File: src/rtl/usb_rh_pwr_pkg.sv
package usb_rh_pwr_pkg;

    // Command word bit positions (decoded by this block)
    localparam int CMD_SET_PWR_BIT  = 16;
    localparam int CMD_SET_WAKE_BIT = 15;
    localparam int CMD_CLR_PWR_BIT  = 0;
    // Configuration word
    localparam int CFG_MODE_BIT     = 8;
    localparam int DATA_W           = 32;

    typedef enum logic {
        SEL_CMD = 1'b0,
        SEL_CFG = 1'b1
    } reg_sel_e;

    typedef enum logic {
        MODE_GLOBAL  = 1'b0,
        MODE_PERPORT = 1'b1
    } pwr_mode_e;

    typedef struct packed {
        logic set_pwr;
        logic clr_pwr;
        logic set_wake;
    } cmd_t;

    function automatic cmd_t unpack_cmd(input logic [DATA_W-1:0] d);
        cmd_t c;
        c.set_pwr  = d[CMD_SET_PWR_BIT];
        c.clr_pwr  = d[CMD_CLR_PWR_BIT];
        c.set_wake = d[CMD_SET_WAKE_BIT];
        return c;
    endfunction

endpackage

File: src/rtl/rh_cmd_decode.sv
module rh_cmd_decode
    import usb_rh_pwr_pkg::*;
#(
    parameter int NUM_PORTS = 4
) (
    input  logic                 cmd_wr_i,
    input  logic [DATA_W-1:0]    data_i,
    input  pwr_mode_e            mode_i,
    input  logic [NUM_PORTS-1:0] mask_i,
    output logic [NUM_PORTS-1:0] set_vec_o,
    output logic [NUM_PORTS-1:0] clr_vec_o,
    output logic                 wake_o
);
    cmd_t                 cmd;
    logic [NUM_PORTS-1:0] target;

    always_comb begin
        cmd = unpack_cmd(data_i);
        for (int p = 0; p < NUM_PORTS; p++) begin
            target[p] = (mode_i == MODE_GLOBAL) ? 1'b1 : ~mask_i[p];
        end
        clr_vec_o = (cmd_wr_i && cmd.clr_pwr) ? target : '0;
        // clear takes precedence when both strobes are written
        set_vec_o = (cmd_wr_i && cmd.set_pwr && !cmd.clr_pwr) ? target : '0;
        wake_o    = cmd_wr_i && cmd.set_wake;
    end

    // set and clear never target the same port
    always_comb begin
        assert_set_clr_disjoint_R10: assert ((set_vec_o & clr_vec_o) == '0);
    end

endmodule

File: src/rtl/rh_pend_merge.sv
module rh_pend_merge #(
    parameter int NUM_PORTS = 4
) (
    input  logic                 clk,
    input  logic                 rst,
    input  logic                 hold_i,
    input  logic [NUM_PORTS-1:0] set_i,
    input  logic [NUM_PORTS-1:0] clr_i,
    input  logic [NUM_PORTS-1:0] pwr_q_i,
    output logic [NUM_PORTS-1:0] pwr_d_o
);
    logic [NUM_PORTS-1:0] pend_set_q, pend_clr_q;
    logic [NUM_PORTS-1:0] pend_set_d, pend_clr_d;
    logic [NUM_PORTS-1:0] drained;

    always_comb begin
        // newest command wins per port
        pend_set_d = (pend_set_q & ~clr_i) | set_i;
        pend_clr_d = (pend_clr_q & ~set_i) | clr_i;
        drained    = (pwr_q_i & ~pend_clr_q) | pend_set_q;
        drained    = (drained & ~clr_i) | set_i;
        pwr_d_o    = hold_i ? pwr_q_i : drained;
    end

    always_ff @(posedge clk) begin
        if (rst) begin
            pend_set_q <= '0;
            pend_clr_q <= '0;
        end else if (hold_i) begin
            pend_set_q <= pend_set_d;
            pend_clr_q <= pend_clr_d;
        end else begin
            pend_set_q <= '0;
            pend_clr_q <= '0;
        end
    end

    // a port is never pending both on and off
    assert_pend_disjoint_R11: assert property (@(posedge clk) disable iff (rst)
        (pend_set_q & pend_clr_q) == '0);

    // an idle cycle drains the pending record
    assert_pend_drain_R9: assert property (@(posedge clk) disable iff (rst)
        !hold_i |=> (pend_set_q == '0 && pend_clr_q == '0));

endmodule

File: src/rtl/usb_rh_pwr_ctrl.sv
module usb_rh_pwr_ctrl
    import usb_rh_pwr_pkg::*;
#(
    parameter int NUM_PORTS = 4
) (
    input  logic                 clk,
    input  logic                 rst,
    input  logic                 wr_en,
    input  logic                 wr_sel,
    input  logic [31:0]          wr_data,
    input  logic                 xfer_busy,
    output logic [NUM_PORTS-1:0] port_pwr,
    output logic [31:0]          rd_data
);
    pwr_mode_e            mode_q;
    logic [NUM_PORTS-1:0] mask_q;
    logic [NUM_PORTS-1:0] pwr_q, pwr_d;
    logic [NUM_PORTS-1:0] set_vec, clr_vec;
    logic                 wake_q, wake_hit;
    logic                 cmd_wr, cfg_wr;

    assign cmd_wr = wr_en && (reg_sel_e'(wr_sel) == SEL_CMD);
    assign cfg_wr = wr_en && (reg_sel_e'(wr_sel) == SEL_CFG);

    rh_cmd_decode #(.NUM_PORTS(NUM_PORTS)) u_dec (
        .cmd_wr_i (cmd_wr),
        .data_i   (wr_data),
        .mode_i   (mode_q),
        .mask_i   (mask_q),
        .set_vec_o(set_vec),
        .clr_vec_o(clr_vec),
        .wake_o   (wake_hit)
    );

    rh_pend_merge #(.NUM_PORTS(NUM_PORTS)) u_pend (
        .clk    (clk),
        .rst    (rst),
        .hold_i (xfer_busy),
        .set_i  (set_vec),
        .clr_i  (clr_vec),
        .pwr_q_i(pwr_q),
        .pwr_d_o(pwr_d)
    );

    always_ff @(posedge clk) begin
        if (rst) begin
            pwr_q  <= '0;
            wake_q <= 1'b0;
            mode_q <= MODE_GLOBAL;
            mask_q <= '0;
        end else begin
            pwr_q <= pwr_d;
            if (wake_hit) wake_q <= 1'b1;
            if (cfg_wr) begin
                mode_q <= pwr_mode_e'(wr_data[CFG_MODE_BIT]);
                mask_q <= wr_data[NUM_PORTS-1:0];
            end
        end
    end

    assign port_pwr = pwr_q;

    always_comb begin
        rd_data                   = '0;
        rd_data[CMD_SET_WAKE_BIT] = wake_q;
    end

    // no power change while a transaction is in flight
    assert_busy_hold_R9: assert property (@(posedge clk) disable iff (rst)
        xfer_busy |=> $stable(port_pwr));

    // wakeup enable only rises after a wakeup strobe and never falls
    assert_wake_rise_R7: assert property (@(posedge clk) disable iff (rst)
        $rose(wake_q) |-> $past(wr_en && !wr_sel && wr_data[CMD_SET_WAKE_BIT]));
    assert_wake_sticky_R7: assert property (@(posedge clk) disable iff (rst)
        wake_q |=> wake_q);

    // idle global-mode write with both strobes leaves all ports off
    assert_clear_wins_R10: assert property (@(posedge clk) disable iff (rst)
        (cmd_wr && !xfer_busy && mode_q == MODE_GLOBAL
         && wr_data[CMD_SET_PWR_BIT] && wr_data[CMD_CLR_PWR_BIT])
        |=> port_pwr == '0);

endmodule

File: config.mk
export PLATFORM = sky130hd
export DESIGN_NAME = usb_rh_pwr_ctrl
export DESIGN_NICKNAME = d
export VERILOG_FILES = /design/src/rtl/usb_rh_pwr_pkg.sv /design/src/rtl/rh_cmd_decode.sv /design/src/rtl/rh_pend_merge.sv /design/src/rtl/usb_rh_pwr_ctrl.sv
export SDC_FILE = /design/constraint.sdc
export NUM_CORES = 1
export LEC_CHECK = 0
export ABC_AREA = 1
export BUFFER_PORTS_ARGS = -buffer_cell sky130_fd_sc_hd__buf_2
export CAP_MARGIN = 20
export CORE_MARGIN = 3
export CORE_UTILIZATION = 39
export CTS_BUF_LIST = sky130_fd_sc_hd__clkbuf_4 sky130_fd_sc_hd__clkbuf_8 sky130_fd_sc_hd__clkbuf_16
export CTS_CLUSTER_SIZE = 28
export DETAILED_ROUTE_END_ITERATION = 8
export MAX_ROUTING_LAYER = met4
export PLACE_DENSITY = 0.89
export SETUP_SLACK_MARGIN = 0.1
export SYNTH_ARGS = -nofsm -noshare
export SYNTH_HDL_FRONTEND = slang
export SYNTH_SLANG_ARGS = --single-unit
File: constraint.sdc
create_clock -name clk -period 1 [get_ports clk]
set_input_delay 0.15 -clock clk [delete_from_list [all_inputs] [get_ports clk]]
set_output_delay 0.15 -clock clk [all_outputs]
set_load 0.02 [all_outputs]
Word-level counts from Yosys, hierarchy flattened. Cells that the tools add are included.

Memories: 0. ROM bits: 0. Flip-flop bits (word level): 18. Output and inout bits: 36. Memory bits (writable): 0. Word-level logic and storage cells: 37. Latch bits: 0.

Shift operators: 0. Reductions and logical operators: 8. Div/mod/pow operators: 0. Muxes and demuxes: 6. Eq/ne operators: 0. Magnitude comparators: 0. Add/subtract/negate cells: 0. Bitwise logic cells: 17. Multiply operators: 0.

Operators with widths (number): 4-bit AND (4); 4-bit bitwise OR (4); 4-bit NOT (3); 4-bit two-way mux (2); 1-bit logical AND (6); 1-bit NOT (6); 1-bit two-way mux (4); 2-bit OR reduction (1); 1-bit zero test (1).

Logic depth before layout (Yosys ltp). Gate-level depths: netlist (run 1).

Word-level depth: 8. Depth in mapped cells: 6. Gate-level depth less buffers: 6.

Hierarchy. Synthesis (run 1) repeated with hierarchy kept, for this count alone.

Cell total of the unflattened synthesis: 158. Area, all modules: 1042.2 µm².

Modules (own cells, without submodules): usb_rh_pwr_ctrl (seq. area each 200.2 µm², area an instance 605.6 µm², instances 1, cells an instance 82); rh_pend_merge (seq. area each 160.2 µm², area an instance 351.6 µm², instances 1, cells an instance 55); rh_cmd_decode (seq. area each 0.0 µm², area an instance 85.1 µm², instances 1, cells an instance 21).

Worst setup path after synthesis (run 1). Ideal clock, no wire load.

Path type: register -> register. Start point: reg pwr_q[1], in the netlist port_pwr[1]. End point: reg pwr_q[1], in the netlist port_pwr[1]. Stages on the path, launching flop included: 7. Path buffers: 0. Clock period less this slack: 914 ps. Arrival: 845 ps. Slack: 86 ps. Path through: dfxtp_1 > inv_1 > o21bai_1 > nand2_1 > nand2_1 > nand2_1 > a21oi_1.

Longest elaborated chain between the ends: 4.

RTL lines: start, declared (RTL line usb_rh_pwr_ctrl.sv:17) `logic [NUM_PORTS-1:0] pwr_q, pwr_d;`; start signal, assigned (RTL line usb_rh_pwr_ctrl.sv:52) `pwr_q <= pwr_d;`; 4-bit AND (RTL line rh_pend_merge.sv:20) `drained = (pwr_q_i & ~pend_clr_q) | pend_set_q;`; 4-bit bitwise OR (RTL line rh_pend_merge.sv:20); 4-bit AND (RTL line rh_pend_merge.sv:21) `drained = (drained & ~clr_i) | set_i;`; 4-bit bitwise OR (RTL line rh_pend_merge.sv:21).

Every way passes these cells. A chain may end at the register's enable or synchronous reset.

Final worst setup path (run 1).
Start point: reg mode_q. End point: reg pwr_q[1], in the netlist port_pwr[1].

Longest elaborated chain between the ends: 5. Elaborated cells between the ends (all ways): 6. Those cells by class: 3 x mux; 3 x bitwise.

RTL lines: start, declared (RTL line usb_rh_pwr_ctrl.sv:15) `pwr_mode_e mode_q;`; start signal, assigned (RTL line usb_rh_pwr_ctrl.sv:55) `mode_q <= pwr_mode_e'(wr_data[CFG_MODE_BIT]);`; 1-bit two-way mux * (RTL line rh_cmd_decode.sv:20) `target[p] = (mode_i == MODE_GLOBAL) ? 1'b1 : ~mask_i[p];`; 4-bit two-way mux (RTL line rh_cmd_decode.sv:22) `clr_vec_o = (cmd_wr_i && cmd.clr_pwr) ? target : '0;`; 4-bit NOT (RTL line rh_pend_merge.sv:21); 4-bit AND (RTL line rh_pend_merge.sv:21); 4-bit bitwise OR * (RTL line rh_pend_merge.sv:21).

Mark *: on every way between the ends. The rest lies on a longest branch, timed or not.

==> flow_summary.json, run 1 <==
{
  "finClkSkew_ns": 0.00305,
  "hold_slack_ns": 0.0708,
  "path_max_fanout": 5,
  "detail-route-antenna-nets": 0,
  "drtPass1Iterations": 4,
  "rsz0062_at_grt": "true",
  "fp.dieH_um": 56.1,
  "die_w_um": 56.1,
  "cts_buffers": 3,
  "min_period_ns": 0.946,
  "p_per_area_mw_per_mm2": 1380,
  "final_common_cell": "conb_1",
  "post-cts-setup-buffer-count": 0,
  "drt_first_iter_violations": 6,
  "yosysTopAreaCellShare_pct": 36.8,
  "antenna_found_initial": 0,
  "cts_max_path_buffers": 2,
  "finalHoldViolations": 0,
  "avgSynthCellArea_um2": 7.36,
  "ys_seq_area_share_pct": 36.8,
  "first_global_vias": 627,
  "ys_types": 12,
  "cp-startpoint": "mode_q",
  "crit_required_ns": 1.20,
  "n_fill_cell": 248,
  "cts_sinks": 18,
  "cap_violations": 0,
  "diodes": 0,
  "start_kind": "flop",
  "gp_congestion": 0.787,
  "multi_input_area_um2": 462,
  "grt_pass1_wl_mm": 2.66,
  "path_clk_slew_ns": 0.10,
  "layout.nets": 190,
  "vias": 765,
  "cts_root_buf": "clkbuf_4",
  "fmax_mhz": 1060,
  "rows": 17,
  "finalCritPeriodShare_pct": 94.6,
  "stdcell_count": 180,
  "hold_end": "port_pwr[1]",
  "worst_slack_ns": 0.0539,
  "power_leakage_nw": 0.487,
  "design_area_mm2": 0.00106,
  "crit_path_end_kind": "flop",
  "grt_start_max_net_pins": 11,
  "cts_tree": "yes",
  "r2r_end": "port_pwr[1]",
  "portBuffers": 16,
  "holdPathStages": 2,
  "start_util_pct": 42.6,
  "seq_area_um2": 370,
  "vias_per_cell": 4.25,
  "maxSlewViolCount": 0,
  "dp.final_hpwl_mm": 1.30,
  "r2r_slack_ns": 0.05,
  "layout-drive-gt1-share_pct": 23.0,
  "wire_per_inst_um": 9.68,
  "drcViolationCount": 0,
  "place_inst": 176,
  "finalSetupTns_ns": 0,
  "dp_slack_ns": 0.0202,
  "globalRouteOverflowTotal": 0,
  "ioPinCount": 73,
  "vdd_ir_drop_max_uv": 852,
  "dpl_cell_area_um2": 978,
  "die-area_mm2": 0.00315,
  "finalSetupViolCount": 0,
  "wl_mm": 1.74,
  "hold_path_class": "primary input to flop",
  "ctsHoldBuffers": 0,
  "synth_top_area_cell": "dfxtp_1",
  "area_growth_pct": 8.70,
  "synthCells": 133,
  "core-area_mm2": 0.00230,
  "final_cell_mix": "31 x conb_1, 29 x nand2_1, 12 x a21oi_1, 12 x dfxtp_1, 11 x buf_2",
  "ys_ff_latch": 18,
  "cp.arrival_ns": 1.15,
  "yosys-top-cells-area": "dfxtp_1 37%, buf_4 25%, nand2_1 12%",
  "syn-cell-area_um2": 978,
  "h-tree-depth": 1,
  "timing.rr.start": "mode_q",
  "yosys_warnings": 0,
  "worst_skew_pair.late_latency_ns": 0.30,
  "r2r_cells": 6,
  "worstSetupPathType": "flop to flop",
  "outcome": "completed",
  "track_usage_pct": 11.1,
  "worstHoldStart": "rst"
}
==> stage by stage <==
step,utilization (%),power [W]
floorplan,-,0.00105
global placement,42.6,0.00101
detailed placement,42.6,0.00102
CTS,45.8,0.00147
global route,46.3,0.00153
finish,46.3,0.00147
==> logic make-up after synthesis <==
| kind of cell | Yosys count | share of synthesized area [%] |
|---|---|---|
| AO/OA/AOI/OAI | 23 | 12.8 |
| buffers and inverters | 43 | 28.8 |
| flip-flops | 18 | 36.8 |
| other | 1 | 0.383 |
| AND/OR/NAND/NOR | 48 | 21.2 |
==> critical path, cell delays in order, from the launching register on <==
cell,delay [ns]
dfxtp_4,0.38
nand2_1,0.08
nand4_1,0.14
nand2_1,0.09
nand2_1,0.05
nand2_1,0.07
a21oi_2,0.05
==> worst max-delay path by stage <==
stage                       end  slack, ns  cells past startpoint
global route        port_pwr[0]      -0.03                      6
finish              port_pwr[1]       0.05                      6
floorplan           port_pwr[1]       0.15                      6
global placement    port_pwr[2]       0.04                      7
detailed placement  port_pwr[2]       0.02                      7
CTS                 port_pwr[3]       0.07                      1
==> what timing repair did <==
item	4_1_cts	5_1_grt
cloned	0	0
pin swaps	5	7
endpoints found under the setup margin	10	17
gates resized for setup	13	4
==> metal layers <==
| layer | vias up | wire [µm] | global-route usage (%) |
|---|---|---|---|
| li1 | 402 | - | - |
| met1 | 333 | 734 | 13.1 |
| met2 | 26 | 845 | 17.2 |
| met3 | 4 | 121 | 2.09 |
| met4 | 0 | 42 | 7.12 |
| met5 | - | 0 | - |
==> state kept, by name, indices dropped and copies added, names as in the netlist <==
signal,cells
mask_q,4
mode_q,1
port_pwr,4
u_pend.pend_clr_q,4
u_pend.pend_set_q,4
wake_q,1
==> where the power goes <==
part	switching (W)	leakage [nW]	total [W]	internal (W)
logic	0.000195	0.316	0.000257	0.0000626
registers	0.0000193	0.150	0.000763	0.000743
clock network	0.000231	0.0210	0.000453	0.000222
==> area by class of cell <==
type	count	share of cell area [%]
Multi-Input combinational cell	102	43.4
Sequential cell	18	34.8
Timing Repair Buffer	17	11.2
Inverter	11	3.88
Clock buffer	4	3.41
Tap cell	28	3.29
==> Yosys cell counts <==
library cell	count
buf_4	32
nand2_1	31
dfxtp_1	18
a21oi_1	14
inv_1	8
nand4_1	8
nor2_1	8
o21ai_0	5
o21bai_1	4
inv_2	3
conb_1	1
nor2_4	1
(Power assumes the default switching activity.)
==> run 2: changes to the inputs <==
--- a/config.mk
+++ b/config.mk
@@ -9,7 +9,7 @@
 export BUFFER_PORTS_ARGS = -buffer_cell sky130_fd_sc_hd__buf_2
 export CAP_MARGIN = 20
 export CORE_MARGIN = 3
-export CORE_UTILIZATION = 39
+export CORE_UTILIZATION = 40
 export CTS_BUF_LIST = sky130_fd_sc_hd__clkbuf_4 sky130_fd_sc_hd__clkbuf_8 sky130_fd_sc_hd__clkbuf_16
 export CTS_CLUSTER_SIZE = 28
 export DETAILED_ROUTE_END_ITERATION = 8
@@ -18,4 +18,5 @@
 export SETUP_SLACK_MARGIN = 0.1
 export SYNTH_ARGS = -nofsm -noshare
 export SYNTH_HDL_FRONTEND = slang
+export SYNTH_HIERARCHICAL = 1
 export SYNTH_SLANG_ARGS = --single-unit
==> flow_summary.json, run 2 <==
{
  "detail-route-antenna-nets": 0,
  "dp.final_hpwl_mm": 1.47,
  "synth.most_common_cell": "nand2_1",
  "ctsHoldBuffers": 0,
  "drtPass1Iterations": 7,
  "track_usage_pct": 12.8,
  "antenna_found_initial": 0,
  "vias": 918,
  "cts_max_path_buffers": 2,
  "finalHoldViolations": 0,
  "design_area_mm2": 0.00133,
  "portBuffers": 16,
  "p_per_area_mw_per_mm2": 1150,
  "power_w": 0.00153,
  "drt_first_iter_violations": 23,
  "avgSynthCellArea_um2": 6.60,
  "cts_buffers": 3,
  "hold_slack_ns": 0.0795,
  "yosysTopAreaCellShare_pct": 34.6,
  "dp_slack_ns": -0.157,
  "ys_types": 12,
  "globalRouteOverflowTotal": 0,
  "finClkSkew_ns": 0.00484,
  "wl_mm": 2.12,
  "drcViolationCount": 0,
  "maxSlewViolCount": 0,
  "ys_ff_latch": 18,
  "yosys_warnings": 6,
  "dr_wl_met2_mm": 1.14,
  "path_max_fanout": 5,
  "seq_area_um2": 370,
  "worst_skew_pair.late_latency_ns": 0.29,
  "core-area_mm2": 0.00234,
  "start_kind": "flop",
  "synth-async-reset-ratio_pct": 0,
  "yosys-top-cells-area": "dfxtp_1 35%, buf_4 23%, nand2_1 15%",
  "cts_sinks": 18,
  "cts_tree": "yes",
  "stdcell_count": 223,
  "cts_root_buf": "clkbuf_4",
  "dpl_cell_area_mm2": 0.00113,
  "violations": "setup timing",
  "start_util_pct": 44.5,
  "die_w_um": 57.0,
  "grt_pass1_wl_mm": 3.24,
  "outcome": "finished, violations left",
  "synth_top_area_cell": "dfxtp_1",
  "rsz0062_at_grt": "true",
  "worstSetupPathType": "flop to flop",
  "place_inst": 212,
  "layout.nets": 233,
  "gp_congestion": 0.808,
  "worst_slack_ns": -0.0733,
  "wirelength_met1_um": 828,
  "crit_path_end_kind": "flop",
  "n_fill_cell": 218,
  "h-tree-depth": 1,
  "wl_met3_um": 137,
  "highest_layer": "met4",
  "power_leakage_nw": 0.715,
  "finalSetupViolCount": 8,
  "synthFlopType": "dfxtp_1",
  "final_cell_mix": "36 x nand2_1, 31 x conb_1, 17 x inv_1, 17 x buf_4, 14 x nor2_1",
  "wire_per_inst_um": 9.52,
  "path_clk_slew_ns": 0.10,
  "first_global_vias": 811,
  "cp.arrival_ns": 1.30,
  "die-area_mm2": 0.00325,
  "diodes": 0,
  "cap_violations": 0,
  "hold_path_class": "primary input to flop",
  "area_growth_pct": 27.3,
  "fmax_mhz": 932,
  "rows": 17,
  "synth_edf_count": 0,
  "layout-drive-gt1-share_pct": 41.0,
  "synthCells": 158,
  "grt_start_max_net_pins": 11,
  "final_common_cell": "nand2_1",
  "vias_per_cell": 4.12,
  "synth_common_cells": "41 x nand2_1, 32 x buf_4, 26 x inv_1, 20 x nor2_1, 18 x dfxtp_1",
  "finalCritPeriodShare_pct": 107,
  "vdd_ir_drop_max_uv": 1050,
  "syn-cell-area_mm2": 0.00104,
  "ioPinCount": 73,
  "ys_seq_area_share_pct": 34.6,
  "multi_input_area_um2": 522,
  "min_period_ns": 1.07,
  "fp.dieH_um": 57.0,
  "crit_required_ns": 1.22
}
## run 2: report_power, final
group	internal (W)	switching, W
Clock	0.000222	0.000221
Sequential	0.000743	0.0000169
Combinational	0.000100	0.000225
## run 2: routing by layer
metal	track usage [%]	vias up
li1	-	472
met1	13.0	408
met2	23.3	36
met3	3.85	2
met4	4.30	0
met5	-	-
## run 2: final timing paths
kind	slack (ns)	from	depth (start not counted)	end
worst max-delay path	-0.07	mode_q	8	u_pend/pend_set_q[1]
worst min-delay path	0.08	wr_data[8]	3	mode_q
worst max register to register	-0.07	mode_q	8	u_pend/pend_set_q[1]
worst min register to register	0.48	u_pend/pend_clr_q[3]	2	u_pend/pend_clr_q[3]
## run 2: repair_timing
item / in CTS / in global routing
endpoints found under the setup margin: 17 / 17
gates resized for setup: 21 / 25
setup buffers: 3 / 4
pin swaps: 2 / 7
## run 2: cells by family after synthesis
group	count (synthesis)	share of synthesized area (%)
AO/OA/AOI/OAI	12	5.76
flip-flops	18	34.6
buffers and inverters	59	32.8
other	1	0.360
AND/OR/NAND/NOR	68	26.5
## run 2: worst max-delay path, cell delays in order, from the launching register on
cell	delay [ns]
dfxtp_4	0.38
nand2_2	0.05
inv_2	0.08
nor2_4	0.05
inv_2	0.06
nand2_2	0.05
buf_4	0.12
buf_4	0.12
a21oi_1	0.10
## run 2: final cells by class
cell class              count  share of cell area [%]
multi-input cells         111                    39.3
repair buffers             35                    19.7
inverters                  27                    7.64
clock buffers               4                    2.74
well taps                  28                    2.64
flip-flops and latches     18                    27.9
## run 2: metrics by stage
| stage | util (%) | TNS [ns] |
|---|---|---|
| 2_1_floorplan | - | 0 |
| 3_3_place_gp | 48.3 | -0.854 |
| 3_5_place_dp | 48.3 | -1.02 |
| 4_1_cts | 53.3 | -0.210 |
| 5_1_grt | 56.7 | -1.22 |
| 6_report | 56.7 | -0.408 |
==> run 3: changes to the inputs <==
--- a/config.mk
+++ b/config.mk
@@ -5,16 +5,14 @@
 export SDC_FILE = /design/constraint.sdc
 export NUM_CORES = 1
 export LEC_CHECK = 0
-export ABC_AREA = 1
 export BUFFER_PORTS_ARGS = -buffer_cell sky130_fd_sc_hd__buf_2
 export CAP_MARGIN = 20
 export CORE_MARGIN = 3
-export CORE_UTILIZATION = 40
+export CORE_UTILIZATION = 41
 export CTS_BUF_LIST = sky130_fd_sc_hd__clkbuf_4 sky130_fd_sc_hd__clkbuf_8 sky130_fd_sc_hd__clkbuf_16
 export CTS_CLUSTER_SIZE = 28
 export DETAILED_ROUTE_END_ITERATION = 8
-export MAX_ROUTING_LAYER = met4
-export PLACE_DENSITY = 0.89
+export PLACE_DENSITY = 0.91
 export SETUP_SLACK_MARGIN = 0.1
 export SYNTH_ARGS = -nofsm -noshare
 export SYNTH_HDL_FRONTEND = slang
==> flow_summary.json, run 3 <==
{
  "gp_congestion": 0.702,
  "rsz0062_at_grt": "true",
  "outcome": "finished, violations left",
  "ioPinCount": 73,
  "finalSetupTns_ns": -0.485,
  "finalHoldViolations": 0,
  "die_w_um": 56.8,
  "finalSetupViolCount": 8,
  "cts_tree": "yes",
  "ctsHoldBuffers": 0,
  "min_period_ns": 1.11,
  "worstSetupPathType": "flop to flop",
  "cts_sinks": 18,
  "synth.most_common_cell": "buf_4",
  "ys_types": 18,
  "cap_violations": 0,
  "synthCells": 122,
  "crit_path_end_kind": "flop",
  "track_usage_pct": 11.5,
  "yosysTopAreaCellShare_pct": 34.1,
  "seq_area_um2": 372,
  "drt_first_iter_violations": 15,
  "wl_mm": 2.10,
  "cts_max_path_buffers": 2,
  "dpl_cell_area_mm2": 0.00112,
  "wire_per_inst_um": 12.0,
  "yosys-top-cells-area": "dfxtp_1 34%, buf_4 23%, a21oi_2 10%",
  "worst_skew_pair.late_latency_ns": 0.30,
  "antenna_found_initial": 0,
  "drtPass1Iterations": 4,
  "hold_slack_ns": 0.108,
  "violations": "setup timing",
  "synth_edf_count": 0,
  "grt_pass1_wl_mm": 2.94,
  "vias_per_cell": 4.43,
  "p_per_area_mw_per_mm2": 1200,
  "multi_input_area_um2": 611,
  "synthFlopType": "dfxtp_1",
  "crit_required_ns": 1.18,
  "core-area_mm2": 0.00232,
  "cts_root_buf": "clkbuf_4",
  "finalCritPeriodShare_pct": 111,
  "synth_top_area_cell": "dfxtp_1",
  "diodes": 0,
  "synth_common_cells": "32 x buf_4, 18 x dfxtp_1, 12 x a21oi_2, 10 x nor2_1, 9 x a21oi_1",
  "start_util_pct": 45.5,
  "die-area_mm2": 0.00322,
  "design_area_mm2": 0.00128,
  "yosys_warnings": 6,
  "h-tree-depth": 1,
  "syn-cell-area_mm2": 0.00106,
  "hold_path_class": "primary input to flop",
  "dp.final_hpwl_mm": 1.46,
  "path_clk_slew_ns": 0.11,
  "final_cell_mix": "31 x conb_1, 15 x a21oi_2, 11 x buf_2, 11 x dfxtp_1, 9 x buf_4",
  "drcViolationCount": 0,
  "cts_buffers": 3,
  "detail-route-antenna-nets": 0,
  "layout-drive-gt1-share_pct": 49.0,
  "maxSlewViolCount": 0,
  "cp.arrival_ns": 1.30,
  "worst_slack_ns": -0.115,
  "first_global_vias": 702,
  "synth-async-reset-ratio_pct": 0,
  "ys_seq_area_share_pct": 34.1,
  "final_common_cell": "conb_1",
  "globalRouteOverflowTotal": 0,
  "fmax_mhz": 897,
  "start_kind": "flop",
  "vdd_ir_drop_max_uv": 1090,
  "fp.dieH_um": 56.8,
  "avgSynthCellArea_um2": 8.66,
  "finClkSkew_ns": 0.0105,
  "area_growth_pct": 21.3,
  "ys_ff_latch": 18,
  "layout.nets": 185,
  "n_fill_cell": 212,
  "rows": 17,
  "grt_start_max_net_pins": 11,
  "portBuffers": 16,
  "path_max_fanout": 8,
  "vias": 775,
  "fin_util_pct": 55.3,
  "power_leakage_nw": 0.552
}
[run 3: final cells by class]
class                           instances  share of cell area [%]
Tap cell                               28                    2.73
Clock buffer                            4                    2.83
Multi-Input combinational cell         93                    47.7
Timing Repair Buffer                   28                    16.6
Inverter                                4                    1.17
Sequential cell                        18                    29.0
[run 3: cell families (layout without fill, tap and decap cells)]
kind of cell,count (synthesis),count (layout),synth area share (%)
AOI/OAI and AO/OA,34,34,22.7
DFF,18,18,34.1
other,1,31,0.355
and+or+nand+nor,28,28,15.0
buffers and inverters,41,36,27.7
[run 3: where the power goes]
part	total (W)	switching, W	internal [W]
logic	0.000320	0.000214	0.000106
clock network	0.000446	0.000224	0.000222
registers	0.000768	0.0000292	0.000739
[run 3: worst paths after layout]
path                                  from          end  slack, ns  depth (start not counted)
worst min register to register      wake_q       wake_q       0.49                          2
worst max register to register      mode_q  port_pwr[2]      -0.11                          5
worst min-delay path            wr_data[2]    mask_q[2]       0.11                          3
worst max-delay path                mode_q  port_pwr[2]      -0.11                          5
[run 3: stage by stage]
step	instances	worst slack [ns]	total power [W]
5_1_grt	175	-0.157	0.00161
2_1_floorplan	152	-0.143	0.00109
3_5_place_dp	169	-0.194	0.00106
4_1_cts	175	-0.0747	0.00152
6_report	175	-0.115	0.00153
3_3_place_gp	169	-0.158	0.00105
[run 3: repair_timing]
action / CTS / global route
setup buffers: 2 / 2
pin swaps: 5 / 4
cloned: 0 / 0
setup endpoints to repair: 18 / 18
gates resized for setup: 21 / 19
[run 3: metal layers]
metal  wire, µm  vias up  track usage (%)
li1           -      387                -
met1        836      357             13.0
met2       1110       29             20.3
met3        141        2             3.45
met4         10        0             3.64
met5          0        -                0
[run 3: critical path, cell delays in order, from the launching register on]
cell and delay (ns):
dfxtp_4 0.42, a21oi_4 0.15, nor2_1 0.07, o21ai_1 0.15, o21ai_1 0.08, nor2b_1 0.12
